===== config.mk =====
export PLATFORM = sky130hd
export DESIGN_NAME = tag_fault_reporter
export DESIGN_NICKNAME = d
export VERILOG_FILES = /design/src/rtl/tag_fault_pkg.sv /design/src/rtl/tag_fault_decode.sv /design/src/rtl/tag_fault_sync.sv /design/src/rtl/tag_fault_status.sv /design/src/rtl/tag_fault_reporter.sv
export SDC_FILE = /design/constraint.sdc
export NUM_CORES = 1
export LEC_CHECK = 0
export BUFFER_PORTS_ARGS = -buffer_cell sky130_fd_sc_hd__buf_4
export CAP_MARGIN = 20
export CORE_MARGIN = 3
export CORE_UTILIZATION = 40
export CTS_CLUSTER_DIAMETER = 50
export DETAILED_ROUTE_END_ITERATION = 6
export GPL_TIMING_DRIVEN = 0
export PLACE_DENSITY = 0.8
export SLEW_MARGIN = 40
export SYNTH_ARGS = -nofsm -noshare
export SYNTH_HDL_FRONTEND = slang
export SYNTH_SLANG_ARGS = --single-unit

===== constraint.sdc =====
create_clock -name clk -period 0.91 [get_ports clk]
set_input_delay 0.182 -clock clk [delete_from_list [all_inputs] [get_ports clk]]
set_output_delay 0.182 -clock clk [all_outputs]
set_load 0.05 [all_outputs]

===== src/rtl/tag_fault_pkg.sv =====
package tag_fault_pkg;

    typedef enum logic [1:0] {
        CHK_IGNORE = 2'd0,
        CHK_SYNC   = 2'd1,
        CHK_ASYNC  = 2'd2,
        CHK_SPLIT  = 2'd3
    } chk_mode_e;

    localparam int          SYN_W   = 7;
    localparam logic [5:0]  FSC_TAG = 6'h11;

    typedef struct packed {
        logic       raise_sync;
        logic       set_async;
        logic [1:0] flag_mask;
    } fault_action_t;

endpackage


===== src/rtl/tag_fault_decode.sv =====
module tag_fault_decode
    import tag_fault_pkg::*;
#(
    parameter int ADDR_W     = 64,
    parameter int CTRL_W     = 64,
    parameter int UNPRIV_LSB = 38,
    parameter int PRIV_LSB   = 40,
    parameter int SEL_BIT    = 55
) (
    input  logic              valid,
    input  logic [ADDR_W-1:0] addr,
    input  logic              write,
    input  logic              unpriv,
    input  logic              two_ranges,
    input  logic [CTRL_W-1:0] ctrl,
    output chk_mode_e         mode,
    output fault_action_t     act
);

    logic sel_hi;
    logic unused_ok;

    assign unused_ok = ^{addr, ctrl};

    always_comb begin
        if (unpriv) begin
            mode = chk_mode_e'(ctrl[UNPRIV_LSB +: 2]);
        end else begin
            mode = chk_mode_e'(ctrl[PRIV_LSB +: 2]);
        end
    end

    always_comb begin
        sel_hi         = two_ranges & addr[SEL_BIT];
        act            = '0;
        act.flag_mask  = sel_hi ? 2'b10 : 2'b01;
        if (valid) begin
            unique case (mode)
                CHK_IGNORE: ;
                CHK_SYNC:   act.raise_sync = 1'b1;
                CHK_ASYNC:  act.set_async  = 1'b1;
                CHK_SPLIT: begin
                    act.raise_sync = ~write;
                    act.set_async  = write;
                end
                default: ;
            endcase
        end
    end

    always_comb begin
        if (valid && mode == CHK_IGNORE) begin
            AST_IGNORE_QUIET: assert (!act.raise_sync && !act.set_async);
        end
        if (valid && act.raise_sync) begin
            AST_SYNC_ONLY_LOAD_OR_MODE1: assert (mode == CHK_SYNC || !write);
        end
    end

endmodule


===== src/rtl/tag_fault_sync.sv =====
module tag_fault_sync
    import tag_fault_pkg::*;
#(
    parameter int ADDR_W = 64
) (
    input  logic              clk,
    input  logic              rst_n,
    input  logic              raise,
    input  logic [ADDR_W-1:0] addr,
    input  logic              write,
    output logic              exc_pulse,
    output logic [ADDR_W-1:0] exc_addr,
    output logic [SYN_W-1:0]  exc_syndrome
);

    typedef struct packed {
        logic              pulse;
        logic [ADDR_W-1:0] addr;
        logic [SYN_W-1:0]  syn;
    } sync_state_t;

    sync_state_t st_d, st_q;

    always_comb begin
        st_d       = st_q;
        st_d.pulse = raise;
        if (raise) begin
            st_d.addr = addr;
            st_d.syn  = {write, FSC_TAG};
        end
    end

    always_ff @(posedge clk or negedge rst_n) begin
        if (!rst_n) begin
            st_q <= '0;
        end else begin
            st_q <= st_d;
        end
    end

    assign exc_pulse    = st_q.pulse;
    assign exc_addr     = st_q.addr;
    assign exc_syndrome = st_q.syn;

    AST_SYN_CODE: assert property (@(posedge clk) disable iff (!rst_n)
        exc_pulse |-> exc_syndrome[5:0] == FSC_TAG);

    AST_ADDR_CAPTURE: assert property (@(posedge clk) disable iff (!rst_n)
        raise |=> (exc_addr == $past(addr) && exc_syndrome[6] == $past(write)));

    AST_HOLD_INFO: assert property (@(posedge clk) disable iff (!rst_n)
        !raise |=> ($stable(exc_addr) && $stable(exc_syndrome)));

endmodule


===== src/rtl/tag_fault_status.sv =====
module tag_fault_status #(
    parameter int NUM_LVL = 4,
    parameter int LVL_W   = (NUM_LVL > 1) ? $clog2(NUM_LVL) : 1
) (
    input  logic                 clk,
    input  logic                 rst_n,
    input  logic                 set_en,
    input  logic [LVL_W-1:0]     set_lvl,
    input  logic [1:0]           set_mask,
    input  logic                 sw_wr_en,
    input  logic [LVL_W-1:0]     sw_wr_lvl,
    input  logic [1:0]           sw_wr_data,
    output logic [2*NUM_LVL-1:0] status
);

    typedef struct packed {
        logic [NUM_LVL-1:0][1:0] flags;
    } stat_state_t;

    stat_state_t st_d, st_q;

    always_comb begin
        st_d = st_q;
        for (int i = 0; i < NUM_LVL; i++) begin
            if (sw_wr_en && sw_wr_lvl == LVL_W'(i)) begin
                st_d.flags[i] = sw_wr_data;
            end
            if (set_en && set_lvl == LVL_W'(i)) begin
                st_d.flags[i] = st_d.flags[i] | set_mask;
            end
        end
    end

    always_ff @(posedge clk or negedge rst_n) begin
        if (!rst_n) begin
            st_q <= '0;
        end else begin
            st_q <= st_d;
        end
    end

    for (genvar g = 0; g < NUM_LVL; g++) begin : g_lvl
        assign status[2*g +: 2] = st_q.flags[g];

        AST_STICKY: assert property (@(posedge clk) disable iff (!rst_n)
            !(sw_wr_en && sw_wr_lvl == LVL_W'(g)) |=>
                ((status[2*g +: 2] & $past(status[2*g +: 2])) == $past(status[2*g +: 2])));

        AST_SW_WRITE: assert property (@(posedge clk) disable iff (!rst_n)
            (sw_wr_en && sw_wr_lvl == LVL_W'(g)) |=>
                ((status[2*g +: 2] & $past(sw_wr_data)) == $past(sw_wr_data)));
    end

endmodule


===== src/rtl/tag_fault_reporter.sv =====
module tag_fault_reporter
    import tag_fault_pkg::*;
#(
    parameter int ADDR_W     = 64,
    parameter int CTRL_W     = 64,
    parameter int NUM_LVL    = 4,
    parameter int UNPRIV_LSB = 38,
    parameter int PRIV_LSB   = 40,
    parameter int SEL_BIT    = 55,
    localparam int LVL_W     = (NUM_LVL > 1) ? $clog2(NUM_LVL) : 1,
    localparam int STAT_W    = 2 * NUM_LVL
) (
    input  logic              clk,
    input  logic              rst_n,
    input  logic              fault_valid,
    input  logic [ADDR_W-1:0] fault_addr,
    input  logic              fault_write,
    input  logic              fault_unpriv,
    input  logic [LVL_W-1:0]  fault_level,
    input  logic              fault_two_ranges,
    input  logic [CTRL_W-1:0] ctrl_value,
    input  logic              sw_wr_en,
    input  logic [LVL_W-1:0]  sw_wr_level,
    input  logic [1:0]        sw_wr_data,
    output logic              exc_pulse,
    output logic [ADDR_W-1:0] exc_addr,
    output logic [SYN_W-1:0]  exc_syndrome,
    output logic [STAT_W-1:0] async_status
);

    chk_mode_e     mode;
    fault_action_t act;
    logic [LVL_W-1:0] target_lvl;

    assign target_lvl = fault_unpriv ? '0 : fault_level;

    tag_fault_decode #(
        .ADDR_W    (ADDR_W),
        .CTRL_W    (CTRL_W),
        .UNPRIV_LSB(UNPRIV_LSB),
        .PRIV_LSB  (PRIV_LSB),
        .SEL_BIT   (SEL_BIT)
    ) decode_i (
        .valid     (fault_valid),
        .addr      (fault_addr),
        .write     (fault_write),
        .unpriv    (fault_unpriv),
        .two_ranges(fault_two_ranges),
        .ctrl      (ctrl_value),
        .mode      (mode),
        .act       (act)
    );

    tag_fault_sync #(
        .ADDR_W(ADDR_W)
    ) sync_i (
        .clk         (clk),
        .rst_n       (rst_n),
        .raise       (act.raise_sync),
        .addr        (fault_addr),
        .write       (fault_write),
        .exc_pulse   (exc_pulse),
        .exc_addr    (exc_addr),
        .exc_syndrome(exc_syndrome)
    );

    tag_fault_status #(
        .NUM_LVL(NUM_LVL),
        .LVL_W  (LVL_W)
    ) status_i (
        .clk       (clk),
        .rst_n     (rst_n),
        .set_en    (act.set_async),
        .set_lvl   (target_lvl),
        .set_mask  (act.flag_mask),
        .sw_wr_en  (sw_wr_en),
        .sw_wr_lvl (sw_wr_level),
        .sw_wr_data(sw_wr_data),
        .status    (async_status)
    );

    AST_NO_IDLE_EXC: assert property (@(posedge clk) disable iff (!rst_n)
        !fault_valid |=> !exc_pulse);

    AST_ASYNC_NO_EXC: assert property (@(posedge clk) disable iff (!rst_n)
        (fault_valid && !fault_unpriv && ctrl_value[PRIV_LSB +: 2] == 2'd2) |=> !exc_pulse);

    AST_IGNORE_NO_CHANGE: assert property (@(posedge clk) disable iff (!rst_n)
        (fault_valid && !sw_wr_en && fault_unpriv && ctrl_value[UNPRIV_LSB +: 2] == 2'd0)
            |=> (!exc_pulse && $stable(async_status)));

    AST_SPLIT_STORE: assert property (@(posedge clk) disable iff (!rst_n)
        (fault_valid && fault_write && !fault_unpriv && ctrl_value[PRIV_LSB +: 2] == 2'd3)
            |=> !exc_pulse);

endmodule


==> results of run 1 <==
routing by layer:
layer  wire length [um]  part of all wire (%)  vias up  GRT usage, %
li1                   -                     -     1097             -
met1               3290                    37     1202          23.6
met2               4890                    55      114          34.7
met3                720                   8.0        6          6.15
met4                 68                  0.76        0          7.05
met5                  0                     0        -             0
critical path, delay by kind of cell:
kind / cells / cell delay, ns
buffers and inverters: 3 / 0.49
multiplexers: 2 / 0.63
AO/OA/AOI/OAI: 1 / 0.33
placed cells by master, fill, tap and decap left out, drive strengths merged:
cell	n
clkinv	1
clkbuf	14
inv	1
buf	214
mux2	65
bufinv	1
o2111ai	1
mux2i	9
dfrtp	75
o32a	1
o211ai	1
conb	4
nand2	2
a211oi	1
o21ai	8
nor2	3
nand3	1
nor3b	1
or2	1
nand3b	3
or3b	1
clkinvlp	2
and3	1
flip-flops by register name, indices dropped and copies added, names as in the netlist:
| name | flops |
|---|---|
| sync_i.exc_addr | 64 |
| status_i.status | 8 |
| sync_i.exc_syndrome | 2 |
| sync_i.exc_pulse | 1 |
final cells by class:
class	count	area [um^2]
tap	96	120
inverter	1	3.75
clock inverter	4	50.0
buffer	11	118
clock buffer	12	145
sequential	75	1890
fill	425	1580
multi-input combinational	103	1160
timing repair buffer	205	1920
logic make-up (layout without fill, tap and decap cells):
family	after synthesis	count (layout)
other	1	4
and+or+nand+nor	13	13
muxes	74	74
AOI/OAI and AO/OA	12	12
DFF	75	75
buffers and inverters	13	233
through the flow:
step                      worst slack (ns)  cell area [um^2]  std cells  util [%]  setup TNS (ns)
after detailed placement             -1.03              4300        443      61.5          -63.84
after global routing                -0.530              5400        507      77.4          -48.78
after CTS                           -0.549              5120        479      73.4          -45.35
after global placement               -1.02              4290        443      61.5          -70.07
final                               -0.522              5400        507      77.4          -44.64
after floorplan                     -0.601              3000        191         -          -35.82
final timing paths:
check / end / slack [ns] / cells past startpoint
setup / recovery: sync_i.exc_addr[10] / -0.52 / 6
hold reg to reg: sync_i.exc_addr[52] / 0.53 / 1
hold / removal: sync_i.exc_addr[20] / -0.14 / 1
min in group clk: sync_i.exc_addr[25] / 0.08 / 2
max in group asynchronous: status_i.status[1] / 0.56 / 1
setup reg to reg: sync_i.exc_addr[21] / -0.12 / 3
timing repair:
item	4_1_cts	5_1_grt
resized for setup	116	27
endpoints found under the hold margin	75	75
setup endpoints to repair	143	151
pin swaps	1	3
cloned	2	2
setup buffers	18	29
power by group:
group / switching, mW / internal [mW] / leakage, nW
clock: 1.17 / 1.34 / 0.0926
combinational: 3.48 / 2.78 / 1.68
sequential: 0.514 / 4.04 / 0.870
==> impl_metrics.csv, run 1 <==
group,metric,value,unit
global_route,grt_pass1_vias,2602,
placed_design,port_buffers,156,
global_route,grt-ovfl-total,0,
route,viasPerCell,4.77,
sta,hold_viol_final,75,
critical_path,crit_arrival,1.64,ns
placed_design,post-dp-hpwl,5330,um
final_layout,synthToLayoutAreaGrowth,82.7,%
die,die_x,92.0,um
die,ioPinCount,221,
route,drt-initial-drc-count,71,
die,die_h,92.0,um
clock_tree,clk_pin_slew_worst_paths,0.08,ns
synthesis,netlist_instances,188,
critical_path,reg2reg_from,"sync_i.exc_addr[21]",
die,initial_core_util,42.4,%
synthesis,synth_cell_types,23,
critical_path,critical_path.startpoint,"fault_unpriv",
route,dr.pass1.iters,4,
synthesis,async_flop_share,100,%
synthesis,synth_fa_ha_area_share,0,%
sta,worst_pin_slew,0.670,ns
final_layout,final_nets,547,
global_route,grt_antenna_before_repair,0,
synthesis,synth-xor-area-share,0,%
power_and_ir_drop,total_power,13.3,mW
synthesis,yosysTopAreaCell,"dfrtp_1",
global_route,grt_start_max_net_pins,76,
clock_tree,cts_max_level,3,
synthesis,synth_edf_count,0,
synthesis,synthMuxAreaShare,27.9,%
global_route,grt_pass1_wl,13200,um
clock_tree,clockRootBuffer,"clkbuf_8",
route,ant_nets,0,
final_layout,drive_above_1_share,75.2,%
clock_tree,cts_tree,"yes",
synthesis,synthSimpleGateAreaFrac,2.54,%
critical_path,cp_cell_sequence,"buf_8 -> mux2_4 -> a211oi_4 -> buf_6 -> buf_8 -> mux2_4",
route,wl,8970,um
sta,whs,-0.137,ns
critical_path,crit_fanout,8,
status,failed_checks,"negative hold slack, negative setup slack",
power_and_ir_drop,p_leak,2.65,nW
clock_tree,numClockSinks,75,
run,max_cap_viol_count,0,
synthesis,synth.most_common_cell,"dfrtp_1",
die,coreArea,0.00698,mm^2
global_route,grt_usage,20.1,%
synthesis,synth_top_family_by_area,"multiplexers",
power_and_ir_drop,peakVddDrop,0.00160,V
synthesis,avgSynthCellArea,15.7,um^2
synthesis,syn-cell-area,0.00296,mm^2
route,wl_per_cell,17.7,um
critical_path,critPathLaunchType,"input pin",
route,vias,2419,
critical_path,required,1.12,ns
synthesis,yosysWarnings,0,
synthesis,synthTopCellsByArea,"dfrtp_1, mux2_2, mux2_1",
status,outcome,"finished, violations left",
critical_path,max_stage_delay,0.33,ns
synthesis,synth_compound_area_share,2.66,%
synthesis,synth.top_cell.area_share,63.5,%
critical_path,worst_setup_path_end_kind,"flop",
synthesis,synth_commonest_cells,"dfrtp_1, mux2_2, mux2_1, mux2i_1, o21ai_0",
worst_hold_path,worstHoldPathType,"in2async",
clock_tree,clk_latency,0.32,ns
clock_tree,cts_buffers,9,
sta,setup_ws,-0.522,ns
power_and_ir_drop,powerDensity,2470,mW/mm^2
die,die_area,0.00846,mm^2
critical_path,criticalPathCategory,"in2reg",
sta,finalCritPeriodShare,157,%
synthesis,ys_seq_area_share,63.5,%
final_layout,antenna_cells,0,
synthesis,ys_seq_elements,75,
sta,final_max_slew_viol_count,0,
sta,period_needed,1.43,ns
sta,max_clock_freq,698,MHz
sta,setup_viol,147,
clock_tree,ctsLongestPathBuffers,2,
critical_path,crit_slowest_cell,"mux2_4",
route,post-route-drc-count,0,
placed_design,routabilityCongestion,0.771,
sta,slew_headroom,55.4,%
sta,clock_skew,0,ns
sta,rsz0062_at_grt,"true",
die,rows,30,
synthesis,synth_ff_type,"dfrtp_1",
Power figures use the tool's default switching activity.
==> run 2: changes to the inputs <==
--- a/config.mk
+++ b/config.mk
@@ -7,12 +7,14 @@
 export LEC_CHECK = 0
 export BUFFER_PORTS_ARGS = -buffer_cell sky130_fd_sc_hd__buf_4
 export CAP_MARGIN = 20
-export CORE_MARGIN = 3
-export CORE_UTILIZATION = 40
+export CELL_PAD_IN_SITES_DETAIL_PLACEMENT = 1
+export CELL_PAD_IN_SITES_GLOBAL_PLACEMENT = 2
+export CORE_UTILIZATION = 23
 export CTS_CLUSTER_DIAMETER = 50
 export DETAILED_ROUTE_END_ITERATION = 6
 export GPL_TIMING_DRIVEN = 0
-export PLACE_DENSITY = 0.8
+export PLACE_DENSITY_LB_ADDON = 0.1
+export SETUP_SLACK_MARGIN = 0.2
 export SLEW_MARGIN = 40
 export SYNTH_ARGS = -nofsm -noshare
 export SYNTH_HDL_FRONTEND = slang
==> impl_metrics.csv, run 2 (synthesized netlist as in run 1, its figures left out) <==
group,metric,value,unit
route,ant_nets,0,
global_route,grt_pass1_vias,2490,
critical_path,crit_slowest_cell,"mux2_4",
power_and_ir_drop,seq_power_share,33.4,%
status,failed_checks,"negative hold slack, negative setup slack",
placed_design,pre_cts_slack,-1.07,ns
power_and_ir_drop,peakVddDrop,0.00113,V
global_route,grt_usage,13.5,%
route,drt-initial-drc-count,64,
sta,max_clock_freq,721,MHz
final_layout,layout_common_cells,"buf_4, buf_6, dfrtp_2, mux2_2, mux2_4",
power_and_ir_drop,switching_share,38.2,%
critical_path,cp_cell_sequence,"buf_12 -> mux2_4 -> a211oi_4 -> buf_6 -> buf_12 -> buf_8 -> mux2_4",
power_and_ir_drop,power.switching,5.26,mW
route,wl,8700,um
die,die_area,0.0133,mm^2
critical_path,required,1.13,ns
worst_hold_path,worstHoldPathType,"in2async",
die,ioPinCount,221,
die,die_h,115,um
critical_path,crit_arrival,1.60,ns
final_layout,final_nets,527,
run,max_cap_viol_count,0,
power_and_ir_drop,intPower,8.52,mW
placed_design,port_buffers,156,
final_layout,antenna_cells,0,
clock_tree,clockRootBuffer,"clkbuf_16",
power_and_ir_drop,clkPwrFrac,24.1,%
die,initial_core_util,23.5,%
sta,worst_pin_slew,0.711,ns
final_layout,drive_above_1_share,84.4,%
route,viasPerCell,4.08,
sta,setup_viol,151,
sta,whs,-0.123,ns
sta,setup_ws,-0.476,ns
status,outcome,"finished, violations left",
die,die_x,115,um
power_and_ir_drop,total_power,13.8,mW
clock_tree,clk_pin_slew_worst_paths,0.06,ns
critical_path,max_stage_delay,0.31,ns
clock_tree,cts_max_level,3,
sta,finalCritPeriodShare,152,%
final_layout,largest_register_ffs,64,
clock_tree,numClockSinks,75,
clock_tree,ctsLongestPathBuffers,2,
power_and_ir_drop,comb_power_share,42.5,%
clock_tree,cts_buffers,9,
critical_path,criticalPathCategory,"in2reg",
final_layout,nFillCells,1303,
global_route,grt_start_max_net_pins,76,
route,dr.pass1.iters,6,
sta,slew_headroom,52.6,%
final_layout,final_common_cell,"buf_4",
final_layout,synthToLayoutAreaGrowth,87.1,%
power_and_ir_drop,p_leak,2.52,nW
clock_tree,clk_latency,0.33,ns
sta,clock_skew,0,ns
critical_path,crit_fanout,8,
power_and_ir_drop,powerDensity,2490,mW/mm^2
clock_tree,cts_tree,"yes",
die,coreArea,0.0126,mm^2
route,vias,2299,
placed_design,placed_area,0.00446,mm^2
global_route,grt_pass1_wl,13200,um
route,post-route-drc-count,0,
die,rows,41,
placed_design,routabilityCongestion,0.666,
critical_path,critPathLaunchType,"input pin",
global_route,grt-ovfl-total,0,
placed_design,post-dp-hpwl,5950,um
sta,setup_tns,-41.11,ns
route,wl_per_cell,15.5,um
sta,period_needed,1.39,ns
sta,hold_viol_final,75,
sta,rsz0062_at_grt,"true",
sta,final_max_slew_viol_count,0,
critical_path,worst_setup_path_end_kind,"flop",
final_layout,final_area,0.00553,mm^2
critical_path,ff2ff_setup_slack,0.01,ns
global_route,grt_antenna_before_repair,0,
[run 2: cell types whose count changed in the layout (fill, tap and decap cells not counted), moves of 5 or more]
| cell | before | now |
|---|---|---|
| dfrtp_1 | 66 | 20 |
| dfrtp_2 | 9 | 55 |
| buf_4 | 121 | 96 |
| mux2_4 | 38 | 23 |
| clkbuf_8 | 10 | 1 |
| mux2_1 | 0 | 9 |
| clkbuf_16 | 2 | 9 |
| mux2_2 | 27 | 33 |
| buf_12 | 1 | 6 |
[run 2: power by group through the flow]
stage | Sequential, mW | Clock (mW) | Combinational [mW]
floorplan | 6.96 | 0 | 0.773
global placement | 4.48 | 0 | 4.95
detailed placement | 4.52 | 0 | 4.97
CTS | 4.61 | 3.47 | 5.77
global route | 4.70 | 3.57 | 6.12
finish | 4.61 | 3.32 | 5.86
[run 2: what timing repair did]
action / CTS / global route
endpoints found under the hold margin: 75 / 75
pin swaps: 2 / 8
setup endpoints to repair: 151 / 151
resized for setup: 119 / 18
gates cloned: 2 / 0
buffers inserted: 16 / 10
[run 2: metal layers]
metal	vias up	wire length (um)	track usage (%)
met5	-	0	0
met4	0	153	6.49
met3	11	726	5.54
met2	86	4430	21.9
met1	1151	3390	15.5
li1	1051	-	-
[run 2: stage by stage]
stage / instances / util [%] / hold WS (ns)
3_5_place_dp: 519 / 35.5 / 0.279
2_1_floorplan: 191 / - / -0.114
6_report: 563 / 44.0 / -0.123
5_1_grt: 563 / 44.0 / -0.0467
4_1_cts: 553 / 42.8 / -0.0884
3_3_place_gp: 519 / 35.5 / 0.399
[run 2: worst max-delay path, delay by kind of cell]
kind,cells,cell delay (ns)
AOI/OAI and AO/OA,1,0.25
muxes,2,0.61
buffers and inverters,4,0.57
[run 2: cell type report]
class                           count  area (um^2)  area share, %
Sequential cell                    75         1950           35.2
Timing Repair Buffer              184         1810           32.8
Multi-Input combinational cell    103         1130           20.5
Clock buffer                       12          246           4.45
Tap cell                          172          215           3.89
Buffer                             12          148           2.67
Clock inverter                      4         26.3          0.475
Inverter                            1         3.75         0.0678
[run 2: final timing paths]
kind                                startpoint                  end  depth (start not counted)
setup / recovery                  fault_unpriv   sync_i.exc_addr[4]                          7
hold reg to reg            sync_i.exc_addr[16]  sync_i.exc_addr[16]                          1
hold / removal                           rst_n  sync_i.exc_addr[17]                          1
max in group asynchronous                rst_n  sync_i.exc_addr[38]                          1
setup reg to reg           sync_i.exc_addr[42]  sync_i.exc_addr[42]                          2
min in group clk                fault_addr[11]  sync_i.exc_addr[11]                          2
